$ cat config.mk
export PLATFORM = sky130hd
export DESIGN_NAME = serr_event_reporter
export DESIGN_NICKNAME = d
export VERILOG_FILES = /design/src/rtl/serr_event_reporter.sv
export SDC_FILE = /design/constraint.sdc
export NUM_CORES = 1
export LEC_CHECK = 0
export BUFFER_PORTS_ARGS = -buffer_cell sky130_fd_sc_hd__buf_2
export CORE_MARGIN = 4
export CORE_UTILIZATION = 35
export CTS_BUF_LIST = sky130_fd_sc_hd__clkbuf_8 sky130_fd_sc_hd__clkbuf_16
export DETAILED_ROUTE_END_ITERATION = 12
export PLACE_DENSITY = 0.53
export SLEW_MARGIN = 20
export SYNTH_ARGS = -nofsm -noshare
export SYNTH_HDL_FRONTEND = slang
export SYNTH_SLANG_ARGS = --single-unit
$ cat constraint.sdc
create_clock -name clk -period 1.9 [get_ports clk]
set_input_delay 0.095 -clock clk [delete_from_list [all_inputs] [get_ports clk]]
set_output_delay 0.095 -clock clk [all_outputs]
set_load 0.1 [all_outputs]
$ cat src/rtl/serr_event_reporter.sv
module serr_event_reporter #(
  parameter int CNT_W      = 25,
  parameter int LIMIT_LOG2 = 24
) (
  input  logic       clk,
  input  logic       rst_n,
  input  logic       err_en,
  input  logic       mto_en,
  input  logic       ev_parity,
  input  logic       ev_mto,
  input  logic       dw_retry,
  input  logic       dw_done,
  input  logic       dr_retry,
  input  logic       dr_done,
  input  logic       reg_we,
  input  logic       reg_sel,
  input  logic [3:0] reg_wdata,
  output logic [3:0] reg_rdata,
  output logic       serr_n
);
  localparam logic [CNT_W-1:0] LAST = (CNT_W'(1) << LIMIT_LOG2) - CNT_W'(1);

  logic [CNT_W-1:0] dw_cnt, dr_cnt;
  logic [3:0] status;
  logic [2:0] mask;
  logic dw_disc, dr_disc;
  logic [3:0] cause, report, st_clr;

  assign dw_disc = dw_retry && !dw_done && (dw_cnt == LAST);
  assign dr_disc = dr_retry && !dr_done && (dr_cnt == LAST);

  assign cause  = {ev_mto, dr_disc, dw_disc, ev_parity};
  assign report = err_en ? (cause & {mto_en, ~mask}) : 4'b0;
  assign st_clr = (reg_we && !reg_sel) ? reg_wdata : 4'b0;

  assign reg_rdata = reg_sel ? {1'b0, mask} : status;

  always_ff @(posedge clk) begin
    if (!rst_n) begin
      dw_cnt <= '0;
    end else if (dw_done || dw_disc) begin
      dw_cnt <= '0;
    end else if (dw_retry) begin
      dw_cnt <= dw_cnt + CNT_W'(1);
    end
  end

  always_ff @(posedge clk) begin
    if (!rst_n) begin
      dr_cnt <= '0;
    end else if (dr_done || dr_disc) begin
      dr_cnt <= '0;
    end else if (dr_retry) begin
      dr_cnt <= dr_cnt + CNT_W'(1);
    end
  end

  always_ff @(posedge clk) begin
    if (!rst_n) begin
      status <= '0;
      mask   <= '0;
      serr_n <= 1'b1;
    end else begin
      status <= (status & ~st_clr) | report;
      serr_n <= ~|report;
      if (reg_we && reg_sel) mask <= reg_wdata[2:0];
    end
  end
endmodule


== Word-level counts from Yosys, hierarchy flattened ==
Cells that the tools add are included.

* $add $sub $neg: 2
* $mul: 0
* Div/mod/pow operators: 0
* Order comparisons: 0
* Equality and inequality tests: 2
* Shift operators: 0
* Muxes and demuxes: 3
* Bitwise logic cells: 6
* Reduce and logical (&&, ||, !) cells: 15

{| class="wikitable"
|+ Operators with widths
! cell !! number
|-
| 25-bit by 1-bit adder with 25-bit output, second input constant || 2
|-
| 25-bit by 24-bit equality test with 1-bit output, second input constant || 2
|-
| 4-bit 2-to-1 mux || 3
|-
| 4-bit AND || 2
|-
| 1-bit logical AND || 6
|-
| 1-bit zero test || 4
|-
| 4-bit NOT || 1
|-
| 4-bit OR || 1
|-
| 2-bit OR reduction || 2
|-
| 4-bit OR reduction || 1
|-
| 3-bit NOT || 1
|-
| 1-bit logical OR || 2
|-
| 1-bit NOT || 1
|}

* Bits in registers: 58
* Latch bits: 0
* Memory bits (writable): 0
* Bits in read-only memories: 0
* Logic and storage cells: 33
* Memories kept: 0

== Depth between registers and ports, before layout ==
Gate-level depths: netlist (run 1).

* Word-level depth: 7
* Depth in mapped cells: 7
* Gate-level depth less buffers: 6

== Worst setup path before layout (run 1) ==
Ideal clock, no wire load.

* Path type: flip-flop to output port
* Start: register status[3]
* End: output port reg_rdata[3]
* Arrival time: 1.661 ns
* Path slack: 0.144 ns
* Stages on the path, launching flop included: 2
* Path buffers: 0
* Path through: dfxtp_1 nor2b_1

* Word-level cells in the longest chain between the ends: 1

{| class="wikitable"
|+ RTL lines
! what !! line !! text
|-
| from (decl) || 24 || <nowiki>logic [3:0] status;</nowiki>
|-
| from (signal assigned) || 64 || <nowiki>status <= (status & ~st_clr) | report;</nowiki>
|-
| 4-bit 2-to-1 mux || 36 || <nowiki>assign reg_rdata = reg_sel ? {1'b0, mask} : status;</nowiki>
|-
| to (decl) || 18 || <nowiki>output logic [3:0] reg_rdata,</nowiki>
|}

No other way between the ends.

== Worst setup path in the final report (run 1) ==
* Start: register dw_cnt[11]
* End: register status[1]

* Word-level cells in the longest chain between the ends: 5

{| class="wikitable"
|+ RTL lines
! what !! line !! text
|-
| from (decl) || 23 || <nowiki>logic [CNT_W-1:0] dw_cnt, dr_cnt;</nowiki>
|-
| from (signal assigned) || 44 || <nowiki>dw_cnt <= dw_cnt + CNT_W'(1);</nowiki>
|-
| 25-bit by 24-bit equality test with 1-bit output || 29 || <nowiki>assign dw_disc = dw_retry && !dw_done && (dw_cnt == LAST);</nowiki>
|-
| 1-bit logical AND || 29 ||
|-
| 4-bit AND || 33 || <nowiki>assign report = err_en ? (cause & {mto_en, ~mask}) : 4'b0;</nowiki>
|-
| 4-bit 2-to-1 mux || 33 ||
|-
| 4-bit OR || 64 ||
|}

No other way between the ends.
A chain may end at the register's enable or synchronous reset.

==> impl_metrics.xml, run 1 <==
<?xml version="1.0" encoding="UTF-8"?>
<metrics>
  <group name="logic_synthesis">
    <metric name="synth_area_in_adders" unit="%">0.953</metric>
    <metric name="synth_top_family_by_area" unit="">simple AND/OR/NAND/NOR gates</metric>
    <metric name="yosys.area_share.xor_xnor" unit="%">15.0</metric>
    <metric name="dominantRegCellSynth" unit="">dfxtp_1</metric>
    <metric name="synth_seq_cells" unit="">58</metric>
    <metric name="synth.avg_cell_area" unit="sq um">9.02</metric>
    <metric name="synth_compound_area_share" unit="%">4.48</metric>
    <metric name="post_synthesis_share_of_cell_area_spent_on_and_or_nand_and_nor_gates" unit="%">30.9</metric>
    <metric name="synth_mux_area_share" unit="%">2.05</metric>
    <metric name="number_of_different_library_cells_in_the_post_synthesis_netlist" unit="">42</metric>
    <metric name="synth_async_sr_flop_share" unit="%">0</metric>
    <metric name="synth-seq-area-share" unit="%">44.2</metric>
    <metric name="synth_instances" unit="">291</metric>
    <metric name="syn-num-nets" unit="">309</metric>
    <metric name="synth_enable_flop_cells" unit="">0</metric>
    <metric name="netlist_area" unit="sq um">2630</metric>
    <metric name="yosys_warnings" unit="">0</metric>
  </group>
  <group name="min_path">
    <metric name="min_from" unit="">reg_wdata[1]</metric>
    <metric name="timing.hold.worst_path_depth" unit="">3</metric>
    <metric name="hold_path.class" unit="">in -&gt; reg</metric>
    <metric name="worst_hold_path.endpoint" unit="">mask[1]</metric>
  </group>
  <group name="final_layout">
    <metric name="multiInputGateArea" unit="sq um">1420</metric>
    <metric name="n_fill_cell" unit="">739</metric>
    <metric name="p_r_area_growth_vs_syn" unit="%">21.8</metric>
    <metric name="mostFrequentLayoutCell" unit="">nor2_1</metric>
    <metric name="stdcell_area" unit="sq um">3200</metric>
    <metric name="utilization" unit="%">44.1</metric>
    <metric name="diodes" unit="">0</metric>
    <metric name="num-nets-final" unit="">347</metric>
    <metric name="register_area" unit="sq um">1160</metric>
    <metric name="layout_cell_share_with_drive_strength_beyond_1" unit="%">19.2</metric>
    <metric name="most-common-layout-cells" unit="">nor2_1 (59), dfxtp_1 (57), xor2_1 (34), nand2_1 (28), nand3_1 (25)</metric>
  </group>
  <group name="pwr">
    <metric name="design_power_total" unit="W">0.00277</metric>
    <metric name="power.static_leakage" unit="nW">1.22</metric>
    <metric name="power_density" unit="nW/um^2">868</metric>
    <metric name="worst_ir_drop_vdd" unit="V">0.000465</metric>
  </group>
  <group name="drt">
    <metric name="via_total_after_detailed_routing" unit="">2013</metric>
    <metric name="drt_drc_violations_left" unit="">0</metric>
    <metric name="number_of_iterations_in_the_first_detailed_routing_pass" unit="">4</metric>
    <metric name="wl_per_cell" unit="um">10.9</metric>
    <metric name="wl" unit="um">4720</metric>
    <metric name="drt_first_iter_violations" unit="">70</metric>
    <metric name="route.antenna.remaining_nets" unit="">0</metric>
    <metric name="vias_per_cell" unit="">4.65</metric>
  </group>
  <group name="worst_setup_path">
    <metric name="r2r_slack" unit="ps">150</metric>
    <metric name="critPathKind" unit="">reg -&gt; reg</metric>
    <metric name="cpPeakStageDelay" unit="ps">390</metric>
    <metric name="path_max_fanout" unit="">4</metric>
    <metric name="endpoint_kind" unit="">flop</metric>
    <metric name="timing.critical_path.arrival" unit="ps">2030</metric>
    <metric name="critical_path.reg2reg.startpoint" unit="">dw_cnt[11]</metric>
    <metric name="crit-reg2reg-capture" unit="">status[1]</metric>
    <metric name="crit_path_start_kind" unit="">flop</metric>
    <metric name="timing.critical_path.required" unit="ps">2180</metric>
    <metric name="worst-path-buf-inv" unit="">2</metric>
    <metric name="number_of_cells_traversed_by_the_worst_register_to_register_path" unit="">7</metric>
    <metric name="timing.critical_path.slowest_stage_cell" unit="">dfxtp_1</metric>
    <metric name="crit_top_cell" unit="">buf_4</metric>
    <metric name="worstPathCellList" unit="">nand3_1 &gt; nor4_2 &gt; buf_4 &gt; nand4_1 &gt; nor4b_2 &gt; buf_4 &gt; o21a_1</metric>
    <metric name="timing.critical_path.max_delay_family" unit="">simple AND/OR/NAND/NOR gates</metric>
  </group>
  <group name="sta">
    <metric name="max_slew_margin" unit="%">65.5</metric>
    <metric name="worstMarginPinSlew" unit="ps">514</metric>
    <metric name="max_clock_freq" unit="MHz">571</metric>
    <metric name="tns" unit="ps">0</metric>
    <metric name="rsz0062_at_grt" unit="">no</metric>
    <metric name="setup-violations-final" unit="">0</metric>
    <metric name="finalHoldViolations" unit="">0</metric>
    <metric name="fin_crit" unit="ps">1750</metric>
    <metric name="clock_skew" unit="ps">8.30</metric>
    <metric name="timing.final.ws_setup" unit="ps">149</metric>
    <metric name="final_min_period_over_clock_period" unit="%">92.1</metric>
    <metric name="slew_viol_final" unit="">0</metric>
  </group>
  <group name="clocking">
    <metric name="clkLatencyLatePin" unit="ps">320</metric>
    <metric name="numCtsBuffers" unit="">9</metric>
    <metric name="cts_root_buf" unit="">clkbuf_8</metric>
    <metric name="tritoncts" unit="">done</metric>
    <metric name="clkSinkCount" unit="">58</metric>
    <metric name="cts_buffer_depth" unit="">2</metric>
    <metric name="postCtsHoldBufs" unit="">0</metric>
    <metric name="clk_pin_slew" unit="ps">70</metric>
    <metric name="cts_max_level" unit="">3</metric>
  </group>
  <group name="place">
    <metric name="place_hpwl" unit="um">3270</metric>
    <metric name="place.port_buffers" unit="">20</metric>
    <metric name="final_weighted_congestion_in_routability_driven_placement" unit="">0.729</metric>
    <metric name="worst_slack_placed" unit="ps">166</metric>
    <metric name="postPlaceCellArea" unit="sq um">2910</metric>
  </group>
  <group name="flow_run">
    <metric name="reported_max_cap_violation_count" unit="">0</metric>
  </group>
  <group name="floorplan">
    <metric name="floorplan.rows" unit="">31</metric>
    <metric name="effective_utilization_at_floorplan" unit="%">36.2</metric>
    <metric name="die_area" unit="sq um">8950</metric>
    <metric name="core_region_area" unit="sq um">7250</metric>
    <metric name="dieWidth" unit="um">94.6</metric>
    <metric name="design.portCount" unit="">21</metric>
    <metric name="fp.dieH" unit="um">94.6</metric>
  </group>
  <group name="global_routing">
    <metric name="number_of_global_route_vias_before_repair" unit="">1948</metric>
    <metric name="grt_first_pass_wirelength" unit="um">8690</metric>
    <metric name="globalRouteOverflowTotal" unit="">0</metric>
    <metric name="grt_max_degree" unit="">25</metric>
    <metric name="grt_use_total" unit="%">12.1</metric>
    <metric name="antenna_found_initial" unit="">0</metric>
  </group>
  <group name="status">
    <metric name="outcome" unit="">complete, no violations</metric>
  </group>
</metrics>
[power breakdown]
part	switching, W	leakage, nW	internal (W)
logic	0.0000835	0.626	0.0000446
clock network	0.000476	0.127	0.000938
registers	0.00000641	0.469	0.00123
[area by class of cell]
cell class / instances / share of cell area [%]
Clock buffer: 11 / 4.74
Clock inverter: 5 / 3.17
Inverter: 4 / 0.470
Multi-Input combinational cell: 223 / 44.4
Sequential cell: 58 / 36.4
Tap cell: 99 / 3.87
Timing Repair Buffer: 33 / 6.97
[sequential cells by signal, summed over array words and instances (netlist names)]
register  count
dr_cnt       25
dw_cnt       25
mask          3
serr_n        1
status        4
[repair_timing]
item,CTS,global route
resized for setup,0,4
setup endpoints to repair,0,27
setup buffers,0,2
[through the flow]
step	hold slack [ps]	cells
finish	37.6	433
global placement	371	415
global route	37.3	433
CTS	20.9	431
detailed placement	380	415
floorplan	171	291
[worst register-to-register path, cell delays in order (launching register included)]
cell,delay (ps)
dfxtp_1,390
nand3_1,180
nor4_2,280
buf_4,160
nand4_1,140
nor4b_2,310
buf_4,150
o21a_1,90
[metal layers]
metal / up-vias / track usage (%) / routed length (um)
met1: 917 / 15.4 / 2380
li1: 1072 / - / -
met2: 18 / 19.0 / 2140
met3: 6 / 4.70 / 157
met4: 0 / 3.73 / 44
met5: - / 0 / 0
[cells by family after synthesis]
logic type      after synthesis
simple gates                156
flops                        58
xor+xnor                     45
compound gates               15
buf+inv                      10
mux                           5
fa+ha+maj                     2
[worst max-delay path by stage]
stage | start | end | slack, ps | cells after the start
floorplan | status[3] | reg_rdata[3] | 140 | 1
global placement | dw_cnt[1] | serr_n | 140 | 7
detailed placement | dr_cnt[0] | dr_cnt[22] | 170 | 7
CTS | dw_cnt[1] | serr_n | 150 | 7
global route | dw_cnt[11] | status[1] | 7 | 7
finish | dw_cnt[11] | status[1] | 150 | 7
[synthesized netlist by cell type (2+ instances only)]
cell / count / area, sq um
and3_1: 3 / 18.8
nor4_1: 4 / 25.0
nand3_1: 25 / 125
mux2i_1: 2 / 20.0
buf_4: 2 / 15.0
inv_1: 4 / 15.0
xnor2_1: 11 / 96.3
a21boi_0: 5 / 37.5
buf_6: 2 / 22.5
nor2b_1: 5 / 31.3
nand4_2: 2 / 25.0
nand2_1: 28 / 105
xor2_1: 34 / 298
ha_1: 2 / 25.0
dfxtp_1: 58 / 1160
nand4_1: 17 / 106
nor2_1: 59 / 221
mux2_2: 3 / 33.8
a31oi_1: 2 / 12.5
Power figures use the tool's default switching activity.
==> inputs of run 2 (changes only) <==
--- a/config.mk
+++ b/config.mk
@@ -9,8 +9,8 @@
 export CORE_MARGIN = 4
 export CORE_UTILIZATION = 35
 export CTS_BUF_LIST = sky130_fd_sc_hd__clkbuf_8 sky130_fd_sc_hd__clkbuf_16
+export CTS_CLUSTER_SIZE = 8
 export DETAILED_ROUTE_END_ITERATION = 12
-export PLACE_DENSITY = 0.53
 export SLEW_MARGIN = 20
 export SYNTH_ARGS = -nofsm -noshare
 export SYNTH_HDL_FRONTEND = slang
==> impl_metrics.xml, run 2 (synthesis gave the netlist of run 1 again) <==
<?xml version="1.0" encoding="UTF-8"?>
<metrics>
  <group name="place">
    <metric name="final_weighted_congestion_in_routability_driven_placement" unit="">0.802</metric>
    <metric name="place.port_buffers" unit="">20</metric>
    <metric name="place_hpwl" unit="um">3260</metric>
  </group>
  <group name="pwr">
    <metric name="worst_ir_drop_vdd" unit="V">0.000443</metric>
    <metric name="power.static_leakage" unit="nW">1.20</metric>
    <metric name="design_power_total" unit="W">0.00257</metric>
    <metric name="power_density" unit="nW/um^2">819</metric>
  </group>
  <group name="floorplan">
    <metric name="floorplan.rows" unit="">31</metric>
    <metric name="die_area" unit="sq um">8950</metric>
    <metric name="effective_utilization_at_floorplan" unit="%">36.2</metric>
    <metric name="design.portCount" unit="">21</metric>
    <metric name="fp.dieH" unit="um">94.6</metric>
    <metric name="dieWidth" unit="um">94.6</metric>
    <metric name="core_region_area" unit="sq um">7250</metric>
  </group>
  <group name="sta">
    <metric name="final_min_period_over_clock_period" unit="%">93.7</metric>
    <metric name="setup-violations-final" unit="">0</metric>
    <metric name="finalHoldViolations" unit="">0</metric>
    <metric name="max_slew_margin" unit="%">67.8</metric>
    <metric name="max_clock_freq" unit="MHz">562</metric>
    <metric name="fin_crit" unit="ps">1780</metric>
    <metric name="tns" unit="ps">0</metric>
    <metric name="rsz0062_at_grt" unit="">no</metric>
    <metric name="slew_viol_final" unit="">0</metric>
    <metric name="clock_skew" unit="ps">6.80</metric>
    <metric name="worstMarginPinSlew" unit="ps">486</metric>
  </group>
  <group name="global_routing">
    <metric name="grt_max_degree" unit="">24</metric>
    <metric name="grt_use_total" unit="%">11.5</metric>
    <metric name="antenna_found_initial" unit="">0</metric>
    <metric name="grt_first_pass_wirelength" unit="um">8180</metric>
    <metric name="globalRouteOverflowTotal" unit="">0</metric>
    <metric name="number_of_global_route_vias_before_repair" unit="">1921</metric>
  </group>
  <group name="drt">
    <metric name="wl" unit="um">4690</metric>
    <metric name="drt_first_iter_violations" unit="">71</metric>
    <metric name="wl_per_cell" unit="um">10.9</metric>
    <metric name="vias_per_cell" unit="">4.72</metric>
    <metric name="number_of_iterations_in_the_first_detailed_routing_pass" unit="">4</metric>
    <metric name="via_total_after_detailed_routing" unit="">2030</metric>
    <metric name="drt_drc_violations_left" unit="">0</metric>
    <metric name="route.antenna.remaining_nets" unit="">0</metric>
  </group>
  <group name="worst_setup_path">
    <metric name="path_max_fanout" unit="">6</metric>
    <metric name="timing.critical_path.slowest_stage_cell" unit="">dfxtp_1</metric>
    <metric name="critPathKind" unit="">reg -&gt; reg</metric>
    <metric name="crit_path_start_kind" unit="">flop</metric>
    <metric name="cpPeakStageDelay" unit="ps">410</metric>
    <metric name="timing.critical_path.arrival" unit="ps">1990</metric>
    <metric name="endpoint_kind" unit="">flop</metric>
    <metric name="timing.critical_path.required" unit="ps">2110</metric>
    <metric name="worstPathCellList" unit="">nand4_2 &gt; nor4_1 &gt; buf_4 &gt; nand4_1 &gt; nor4b_4 &gt; o21ai_0</metric>
  </group>
  <group name="flow_run">
    <metric name="reported_max_cap_violation_count" unit="">0</metric>
  </group>
  <group name="final_layout">
    <metric name="layout_cell_share_with_drive_strength_beyond_1" unit="%">18.1</metric>
    <metric name="num-nets-final" unit="">346</metric>
    <metric name="diodes" unit="">0</metric>
    <metric name="mostFrequentLayoutCell" unit="">nor2_1</metric>
    <metric name="p_r_area_growth_vs_syn" unit="%">19.5</metric>
    <metric name="most-common-layout-cells" unit="">nor2_1 (59), dfxtp_1 (57), xor2_1 (34), nand2_1 (28), nand3_1 (25)</metric>
    <metric name="reg.largest.list" unit="">dr_cnt: 25 flops, dw_cnt: 25 flops, status: 4 flops</metric>
  </group>
  <group name="clocking">
    <metric name="clkLatencyLatePin" unit="ps">330</metric>
    <metric name="cts_root_buf" unit="">clkbuf_8</metric>
    <metric name="clkSinkCount" unit="">58</metric>
    <metric name="numCtsBuffers" unit="">9</metric>
    <metric name="tritoncts" unit="">done</metric>
    <metric name="cts_max_level" unit="">3</metric>
    <metric name="clk_pin_slew" unit="ps">60</metric>
    <metric name="cts_buffer_depth" unit="">2</metric>
  </group>
  <group name="min_path">
    <metric name="hold_path.class" unit="">in -&gt; reg</metric>
  </group>
  <group name="status">
    <metric name="outcome" unit="">complete, no violations</metric>
  </group>
</metrics>
run 2: cell types whose count changed in the layout (fill, tap and decap cells not counted), sizes merged:
cell      delta
clkinv       +1
clkbuf       -1
bufinv       -1
buf          -1
clkinvlp     -1
run 2: cell type report:
cell class | count | area, sq um
inverters | 4 | 15.0
fillers | 722 | 4120
well taps | 99 | 124
flip-flops and latches | 58 | 1160
repair buffers | 32 | 215
clock inverters | 4 | 68.8
clock buffers | 10 | 138
multi-input cells | 223 | 1410
run 2: worst paths after layout:
| check | start | end | slack [ps] | cells past startpoint |
|---|---|---|---|---|
| setup / recovery | dw_cnt[4] | serr_n | 120 | 6 |
| hold / removal | rst_n | serr_n | 30 | 2 |
| setup reg to reg | dw_cnt[4] | serr_n | 120 | 6 |
| hold reg to reg | dw_cnt[24] | dw_cnt[24] | 440 | 2 |
run 2: repair_timing:
item | CTS | global route
setup endpoints to repair | 0 | 3
gates resized for setup | 0 | 3
endpoints found under the hold margin | 0 | 0
hold buffers | 0 | 0
buffers inserted | 0 | 0
run 2: worst max-delay path, delay by kind of cell, from the launching register on:
family | cells | cell delay (ps)
AOI/OAI and AO/OA | 1 | 120
and+or+nand+nor | 4 | 960
buffers and inverters | 1 | 170
DFF | 1 | 410
run 2: power breakdown:
group          internal (W)  switching, W  leakage (nW)
clock network      0.000752      0.000453         0.109
registers           0.00123    0.00000643         0.469
logic             0.0000464     0.0000850         0.617
total               0.00202      0.000544          1.20
run 2: stage by stage:
| stage | util [%] | instances | area, sq um | hold WS, ps | setup WS, ps |
|---|---|---|---|---|---|
| 2_1_floorplan | - | 291 | 2630 | 171 | 144 |
| 6_report | 43.2 | 430 | 3140 | 33.0 | 119 |
| 3_3_place_gp | 40.2 | 416 | 2920 | 367 | 197 |
| 3_5_place_dp | 40.2 | 416 | 2920 | 366 | 168 |
| 4_1_cts | 43.1 | 430 | 3120 | 13.2 | 154 |
| 5_1_grt | 43.2 | 430 | 3140 | 14.6 | 8.97 |
run 2: per-layer routing:
| metal | global-route usage (%) | routed length [um] | vias to the layer above |
|---|---|---|---|
| met5 | 0 | 0 | - |
| met4 | 3.25 | 34 | 0 |
| met3 | 5.26 | 132 | 4 |
| met2 | 18.7 | 2300 | 14 |
| met1 | 13.6 | 2210 | 945 |
| li1 | - | - | 1067 |
